==> src/rtl/gd_prot_pkg.sv <==
package gd_prot_pkg;

  typedef struct packed {
    logic uv;
    logic oc;
  } cause_t;

  localparam int CAUSE_W = $bits(cause_t);

  // synchroniser bit positions
  localparam int SB_IN = 0;
  localparam int SB_OC = 1;
  localparam int SB_UV = 2;
  localparam int SB_EN = 3;
  localparam int SB_W  = 4;

endpackage

==> src/rtl/gd_sync.sv <==
module gd_sync #(
  parameter int          W       = 4,
  parameter int          STAGES  = 2,
  parameter logic [W-1:0] RST_VAL = '0
) (
  input  logic         clk,
  input  logic         rst_n,
  input  logic [W-1:0] d_async,
  output logic [W-1:0] q_sync
);

  logic [W-1:0] stg_q [STAGES];

  genvar g;
  generate
    for (g = 0; g < STAGES; g++) begin : g_stage
      logic [W-1:0] stg_d;
      if (g == 0) begin : g_first
        assign stg_d = d_async;
      end else begin : g_rest
        assign stg_d = stg_q[g-1];
      end
      always_ff @(posedge clk or negedge rst_n) begin
        if (!rst_n) stg_q[g] <= RST_VAL;
        else        stg_q[g] <= stg_d;
      end
    end
  endgenerate

  assign q_sync = stg_q[STAGES-1];

endmodule

==> src/rtl/gd_blank.sv <==
module gd_blank #(
  parameter int BLANK_CYC = 23
) (
  input  logic clk,
  input  logic rst_n,
  input  logic drv_on,
  output logic armed
);

  localparam int CW = $clog2(BLANK_CYC + 2);
  localparam logic [CW-1:0] LIMIT = CW'(BLANK_CYC);

  logic [CW-1:0] cnt_q, cnt_d;
  logic          cnt_en;

  // counter is held at zero while the drive is off, so every turn-on restarts it
  assign cnt_en = !drv_on || (cnt_q != LIMIT);

  always_comb begin
    cnt_d = cnt_q;
    if (!drv_on)             cnt_d = '0;
    else if (cnt_q != LIMIT) cnt_d = cnt_q + 1'b1;
  end

  always_ff @(posedge clk or negedge rst_n) begin
    if (!rst_n)      cnt_q <= '0;
    else if (cnt_en) cnt_q <= cnt_d;
  end

  assign armed = drv_on && (cnt_q == LIMIT);

endmodule

==> src/rtl/gd_uv_filt.sv <==
module gd_uv_filt #(
  parameter int FILT_CYC = 250
) (
  input  logic clk,
  input  logic rst_n,
  input  logic uv_s,
  output logic trip
);

  localparam int CW = $clog2(FILT_CYC + 2);
  localparam logic [CW-1:0] LIMIT = CW'(FILT_CYC);

  logic [CW-1:0] cnt_q, cnt_d;
  logic          cnt_en;

  assign cnt_en = !uv_s || (cnt_q != LIMIT);

  always_comb begin
    cnt_d = cnt_q;
    if (!uv_s)               cnt_d = '0;
    else if (cnt_q != LIMIT) cnt_d = cnt_q + 1'b1;
  end

  always_ff @(posedge clk or negedge rst_n) begin
    if (!rst_n)      cnt_q <= '0;
    else if (cnt_en) cnt_q <= cnt_d;
  end

  assign trip = uv_s && (cnt_q == LIMIT);

endmodule

==> src/rtl/gd_fault_ctl.sv <==
module gd_fault_ctl
  import gd_prot_pkg::*;
#(
  parameter int CLR_W = 16
) (
  input  logic             clk,
  input  logic             rst_n,
  input  logic             oc_trip,
  input  logic             uv_trip,
  input  logic             oc_s,
  input  logic             uv_s,
  input  logic [CLR_W-1:0] clr_cycles,
  output cause_t           cause,
  output logic             tmr_zero
);

  cause_t           cause_q, cause_d;
  logic [CLR_W-1:0] tmr_q, tmr_d;
  logic             set_oc, set_uv, any_q, cond_gone, release_ok;
  logic             st_en;

  assign any_q      = cause_q.oc || cause_q.uv;
  assign set_oc     = oc_trip && !cause_q.oc;
  assign set_uv     = uv_trip && !cause_q.uv;
  assign tmr_zero   = (tmr_q == '0);
  assign cond_gone  = (!cause_q.oc || !oc_s) && (!cause_q.uv || !uv_s);
  assign release_ok = any_q && tmr_zero && cond_gone;

  always_comb begin
    cause_d = cause_q;
    tmr_d   = tmr_q;
    if (set_oc || set_uv) begin
      cause_d.oc = cause_q.oc || set_oc;
      cause_d.uv = cause_q.uv || set_uv;
      tmr_d      = clr_cycles;
    end else if (release_ok) begin
      cause_d = '0;
    end else if (any_q && !tmr_zero) begin
      tmr_d = tmr_q - 1'b1;
    end
  end

  assign st_en = set_oc || set_uv || any_q;

  always_ff @(posedge clk or negedge rst_n) begin
    if (!rst_n) begin
      cause_q <= '{uv: 1'b1, oc: 1'b0};
      tmr_q   <= '0;
    end else if (st_en) begin
      cause_q <= cause_d;
      tmr_q   <= tmr_d;
    end
  end

  assign cause = cause_q;

endmodule

==> src/rtl/gd_prot_ctrl.sv <==
module gd_prot_ctrl
  import gd_prot_pkg::*;
#(
  parameter int BLANK_CYC   = 23,
  parameter int UV_FILT_CYC = 250,
  parameter int CLR_W       = 16,
  parameter int SYNC_STAGES = 2
) (
  input  logic             clk,
  input  logic             rst_n,
  input  logic             in_pwm,
  input  logic             oc_flag,
  input  logic             uv_flag,
  input  logic             en_line,
  input  logic [CLR_W-1:0] clr_cycles,
  output logic             drv_out,
  output logic             pull_dn,
  output logic [1:0]       fault_cause
);

  localparam logic [SB_W-1:0] SYNC_RST = SB_W'(1) << SB_UV;

  logic [SB_W-1:0] raw, syn;
  logic            s_in, s_oc, s_uv, s_en;
  logic            blank_armed, oc_trip, uv_trip, tmr_zero;
  cause_t          cause;

  always_comb begin
    raw        = '0;
    raw[SB_IN] = in_pwm;
    raw[SB_OC] = oc_flag;
    raw[SB_UV] = uv_flag;
    raw[SB_EN] = en_line;
  end

  gd_sync #(.W(SB_W), .STAGES(SYNC_STAGES), .RST_VAL(SYNC_RST)) u_sync (
    .clk     (clk),
    .rst_n   (rst_n),
    .d_async (raw),
    .q_sync  (syn)
  );

  assign s_in = syn[SB_IN];
  assign s_oc = syn[SB_OC];
  assign s_uv = syn[SB_UV];
  assign s_en = syn[SB_EN];

  assign drv_out = s_in && s_en && !cause.oc && !cause.uv;

  gd_blank #(.BLANK_CYC(BLANK_CYC)) u_blank (
    .clk    (clk),
    .rst_n  (rst_n),
    .drv_on (drv_out),
    .armed  (blank_armed)
  );

  assign oc_trip = s_oc && blank_armed;

  gd_uv_filt #(.FILT_CYC(UV_FILT_CYC)) u_uvf (
    .clk   (clk),
    .rst_n (rst_n),
    .uv_s  (s_uv),
    .trip  (uv_trip)
  );

  gd_fault_ctl #(.CLR_W(CLR_W)) u_flt (
    .clk        (clk),
    .rst_n      (rst_n),
    .oc_trip    (oc_trip),
    .uv_trip    (uv_trip),
    .oc_s       (s_oc),
    .uv_s       (s_uv),
    .clr_cycles (clr_cycles),
    .cause      (cause),
    .tmr_zero   (tmr_zero)
  );

  assign pull_dn     = cause.oc || cause.uv;
  assign fault_cause = {cause.uv, cause.oc};

endmodule

==> config.mk <==
export PLATFORM = sky130hd
export DESIGN_NAME = gd_prot_ctrl
export DESIGN_NICKNAME = d
export VERILOG_FILES = /design/src/rtl/gd_prot_pkg.sv /design/src/rtl/gd_sync.sv /design/src/rtl/gd_blank.sv /design/src/rtl/gd_uv_filt.sv /design/src/rtl/gd_fault_ctl.sv /design/src/rtl/gd_prot_ctrl.sv
export SDC_FILE = /design/constraint.sdc
export NUM_CORES = 1
export LEC_CHECK = 0
export BUFFER_PORTS_ARGS = -buffer_cell sky130_fd_sc_hd__buf_2
export CORE_MARGIN = 2
export CORE_UTILIZATION = 50
export CTS_CLUSTER_SIZE = 40
export DETAILED_ROUTE_END_ITERATION = 16
export PLACE_DENSITY_LB_ADDON = 0.2
export SETUP_SLACK_MARGIN = 0.2
export SYNTH_ARGS = -nofsm -noshare
export SYNTH_HDL_FRONTEND = slang
export SYNTH_SLANG_ARGS = --single-unit
==> constraint.sdc <==
create_clock -name clk -period 2.4 [get_ports clk]
set_input_delay 0.36 -clock clk [delete_from_list [all_inputs] [get_ports clk]]
set_output_delay 0.36 -clock clk [all_outputs]
set_load 0.01 [all_outputs]
# Word-level counts from Yosys, hierarchy flattened
# Cells that the tools add are included.
# W data, S select, Z words.
[word_totals]
regBits = 39
[classes]
n_reduce_logical = 34
addsub = 3
n_eq_ne = 7
muxes = 9
[op_table]
columns = ["cell", "n"]
rows = [
  ["$mux W16", 3],
  ["$logic_not A16 Y1", 1],
  ["$mux W8", 2],
  ["$sub A16 B1 Y16 const B", 1],
  ["$logic_and A1 B1 Y1", 12],
  ["$mux W5", 2],
  ["$logic_or A1 B1 Y1", 9],
  ["$add A8 B1 Y8 const B", 1],
  ["$eq A8 B8 Y1 const B", 1],
  ["$ne A8 B8 Y1 const B", 1],
  ["$logic_not A1 Y1", 6],
  ["$reduce_and A2 Y1", 3],
  ["$add A5 B1 Y5 const B", 1],
  ["$eq A5 B5 Y1 const B", 1],
  ["$ne A5 B5 Y1 const B", 1],
  ["$mux W2", 2],
  ["$ne A2 B2 Y1 const B", 2],
  ["$reduce_bool A2 Y1", 2],
  ["$reduce_and A3 Y1", 1],
  ["$ne A2 B1 Y1 const B", 1],
]

# Depth between registers and ports, before layout
[depth]
depth_word = 9
ltp_mapped = 7

# Modules after synthesis
# From an unflattened synthesis, not the netlist that was laid out.
[hier_totals]
cells_unflattened = 197
hier_area_um2 = 2009.4
[by_module_without_submodules]
columns = ["mod", "cells_per_inst", "area_each_um2", "instances", "seq_area_each_um2"]
rows = [
  ["gd_fault_ctl", 120, 1106.1, 1, 451.7],
  ["gd_uv_filt", 43, 434.2, 1, 200.2],
  ["gd_blank", 23, 241.5, 1, 125.1],
  ["gd_sync", 8, 202.7, 1, 202.7],
  ["gd_prot_ctrl", 3, 25.0, 1, 0.0],
]

# Worst setup path before layout
# No wires, ideal clock.
[synth_timing]
kind = "reg-to-reg"
start = "register u_flt.tmr_q[11]"
end = "register u_flt.tmr_q[15]"
arrival_time_ns = 1.967
path_stages_with_launch = 5
setup_slack_ns = 0.351
path_buffers = 0
required_ns = 2.318
path_cell_list = "dfrtp_1 > or4_4 > or4_1 > or4_1 > a31oi_1"
[synth_between]
elab_chain_len = 5
elab_cells_between_ends = 12
classes_between = "1 x add/sub; 1 x eq/ne; 3 x mux; 7 x reduce/logical"
[synth_lines]
columns = ["element", "line_no", "source"]
rows = [
  ["start, declared", "gd_fault_ctl.sv:18", "logic [CLR_W-1:0] tmr_q, tmr_d;"],
  ["start signal, assigned", "gd_fault_ctl.sv:51", "tmr_q <= tmr_d;"],
  ["branches (longest 5 deep; another with $sub A16 B1 Y16)", "n/a", ""],
]
# Several ways; the timed one is not identified. The select of a mux whose other input is x is not followed.
# A chain may end at the register's enable or synchronous reset.

# Worst setup path after layout
[layout_timing]
start = "register u_flt.tmr_q[12]"
end = "register u_flt.tmr_q[15]"
# The elaborated chain is that of the path after synthesis.

==> flow_summary.json <==
{
  "status": "complete, no violations",
  "yosysUniqueCellTypes": 45,
  "drc_errors": 0,
  "dieArea_sq_um": 4490,
  "ir_worst_vdd_v": 0.000499,
  "crit_family": "simple AND/OR/NAND/NOR gates",
  "path_max_fanout": 3,
  "final-hold-violation-count": 0,
  "grt-ovfl-total": 0,
  "switching_share_pct": 23.1,
  "io_buffers": 25,
  "worstPathRequired_ns": 2.63,
  "max_cap_violations": 0,
  "grt_pass1_vias": 1720,
  "grt_max_degree": 40,
  "synthTopCellsByCount": "dfrtp_1 (36), nor2_1 (16), a21oi_1 (15)",
  "path_class": "register to register",
  "via_count": 1720,
  "clock-sinks": 39,
  "synthCells": 196,
  "synth-seq-area-share_pct": 49.3,
  "synth.area.top_cells": "dfrtp_1 (45%), dfstp_2 (4.0%), a21oi_1 (3.8%)",
  "core_area_sq_um": 3740,
  "clk_path_buf_depth": 2,
  "power_density_nw_per_um2": 575,
  "synth_seq_cells": 39,
  "finalCriticalPeriod_ns": 2.16,
  "cts_buffers": 5,
  "clk_pin_slew_ns": 0.08,
  "fin_nets": 258,
  "drive_gt1_share_pct": 24.1,
  "final_core_util_pct": 62.3,
  "clkPwrFrac_pct": 41.2,
  "fin_skew_ns": 0.00870,
  "initial_utilization_pct": 53.0,
  "cp-start-kind": "register",
  "synthesis.area_sq_um": 1990,
  "cp_slowest_cell": "or4_4",
  "antenna_left": 0,
  "yosys_warnings": 0,
  "leakage_nw": 1.02,
  "die_w_um": 67.0,
  "cp.arrival_ns": 2.38,
  "drtPass1Iterations": 4,
  "row_count": 22,
  "pwr-share-comb_pct": 6.3,
  "die_h_um": 67.0,
  "async_flop_share_pct": 100,
  "diodes": 0,
  "cts_tree": "built",
  "p_seq_share_pct": 52.5,
  "setup_violations": 0,
  "cts_root_buf": "clkbuf_8",
  "synth_area_leader_cell": "dfrtp_1",
  "end_kind": "register",
  "finalWirelength_mm": 4.42,
  "grt_usage_pct": 22.3,
  "post-dp-hpwl_mm": 3.15,
  "synth_top_area_share_pct": 45.4,
  "tightest_slew_ns": 0.847,
  "tns_ns": 0,
  "slew_viol_final": 0,
  "fmax_mhz": 463,
  "globalplace.congestion": 0.888,
  "wire_per_inst_um": 15.8,
  "area_growth_pct": 17.5,
  "synth_nets": 223,
  "crit_buf_inv": 0,
  "yosysMostFrequentCell": "dfrtp_1",
  "p_switching_w": 0.000310,
  "fin_crit_sh_pct": 89.9,
  "crit_top_cell": "or4_4",
  "syn_avg_cell_area_sq_um": 10.1,
  "crit_chain": "or4_4, or4_4, or4_1, a31oi_2",
  "antenna_found_initial": 0,
  "h-tree-depth": 2,
  "synth_edf_count": 0,
  "relSlewSlack_pct": 43.6,
  "first_iter_violations": 143,
  "cpPeakStageDelay_ns": 0.56,
  "grt_first_pass_wirelength_mm": 7.44,
  "routed_via_density": 6.14,
  "clock_latency_ns": 0.30,
  "hold_class": "input pin to asynchronous set/reset pin",
  "rsz0062_at_grt": "yes",
  "boundaryPins": 26,
  "r2r_start": "u_flt.tmr_q[12]",
  "crit_start": "u_flt.tmr_q[12]",
  "synthFlopType": "dfrtp_1",
  "p_int_w": 0.00103
}
[cells by family (layout without fill, tap and decap cells)]
group | after synthesis | after routing | share of synthesized area (%)
xor gates and xnor gates | 8 | 8 | 3.53
AOI/OAI and AO/OA | 57 | 57 | 19.1
muxes | 2 | 2 | 1.07
buffers and inverters | 13 | 49 | 3.28
DFF | 39 | 39 | 49.3
and+or+nand+nor | 72 | 72 | 20.5
adders and majority gates | 5 | 5 | 3.15
[worst reg2reg max path: stages, from the launching register on]
cell	delay, ns
dfrtp_1	0.41
or4_4	0.56
or4_4	0.52
or4_1	0.42
a31oi_2	0.17
[power by group through the flow]
stage	clock network [W]	logic, W	registers [W]
4_1_cts	0.000565	0.0000799	0.000705
3_5_place_dp	0	0.0000794	0.000718
6_report	0.000553	0.0000839	0.000705
3_3_place_gp	0	0.0000754	0.000715
5_1_grt	0.000598	0.0000953	0.000709
2_1_floorplan	0	0.0000387	0.000711
[registers in the layout, indices dropped and copies added (netlist names)]
name and count:
u_sync.q_sync 4, u_flt.tmr_q 16, u_uvf.cnt_q 8, u_blank.cnt_q 5, u_flt.cause 2, u_sync.g_stage.stg_d 4
[placed cells by master, fill, tap and decap left out, types with 7 or more instances in the layout]
master | netlist | layout
nand3_1 | 12 | 12
a21oi_1 | 15 | 15
buf_4 | 1 | 10
o21ai_0 | 11 | 11
dfrtp_1 | 36 | 34
a31oi_1 | 10 | 9
buf_2 | 0 | 25
nor2_1 | 16 | 16
and3_1 | 7 | 7
or3_1 | 8 | 8
[metrics by stage]
step                      worst slack, ns  power, W  hold WS [ns]  std cells  cell area [sq um]
after detailed placement            0.234  0.000797         0.340        269               2180
after global placement              0.307  0.000790         0.334        269               2180
after CTS                           0.215   0.00135         0.145        277               2290
after floorplan                     0.351  0.000749        0.0644        196               1990
after global routing                0.168   0.00140         0.138        280               2330
final                               0.242   0.00134         0.155        280               2330
[area by class of cell]
type | count | area [sq um]
fill | 339 | 1410
sequential | 39 | 982
multi-input combinational | 144 | 956
timing repair buffer | 35 | 200
clock buffer | 5 | 68.8
tap | 48 | 60.1
clock inverter | 3 | 43.8
inverter | 6 | 22.5
[layer usage]
metal	up-vias	track usage [%]	wire [um]
met5	-	0	0
li1	822	-	-
met2	50	37.3	2200
met4	0	8.67	61
met1	843	26.9	1960
met3	5	6.25	199
[timing repair]
action                                  CTS  global route
gates resized for setup                   0             5
endpoints found under the setup margin    0             1
hold buffers                              0             0
buffers inserted                          0             3
[final timing paths]
kind | slack (ns) | cells past startpoint | end
min in group clk | 0.16 | 1 | u_sync.g_stage[1].stg_d[2]
max in group asynchronous | 1.66 | 1 | u_flt.tmr_q[10]
max reg2reg | 0.24 | 4 | u_flt.tmr_q[15]
min | 0.16 | 1 | u_flt.tmr_q[5]
min reg2reg | 0.36 | 0 | u_sync.q_sync[3]
max | 0.24 | 4 | u_flt.tmr_q[15]
Note: power is estimated with default switching activity, not from simulation.
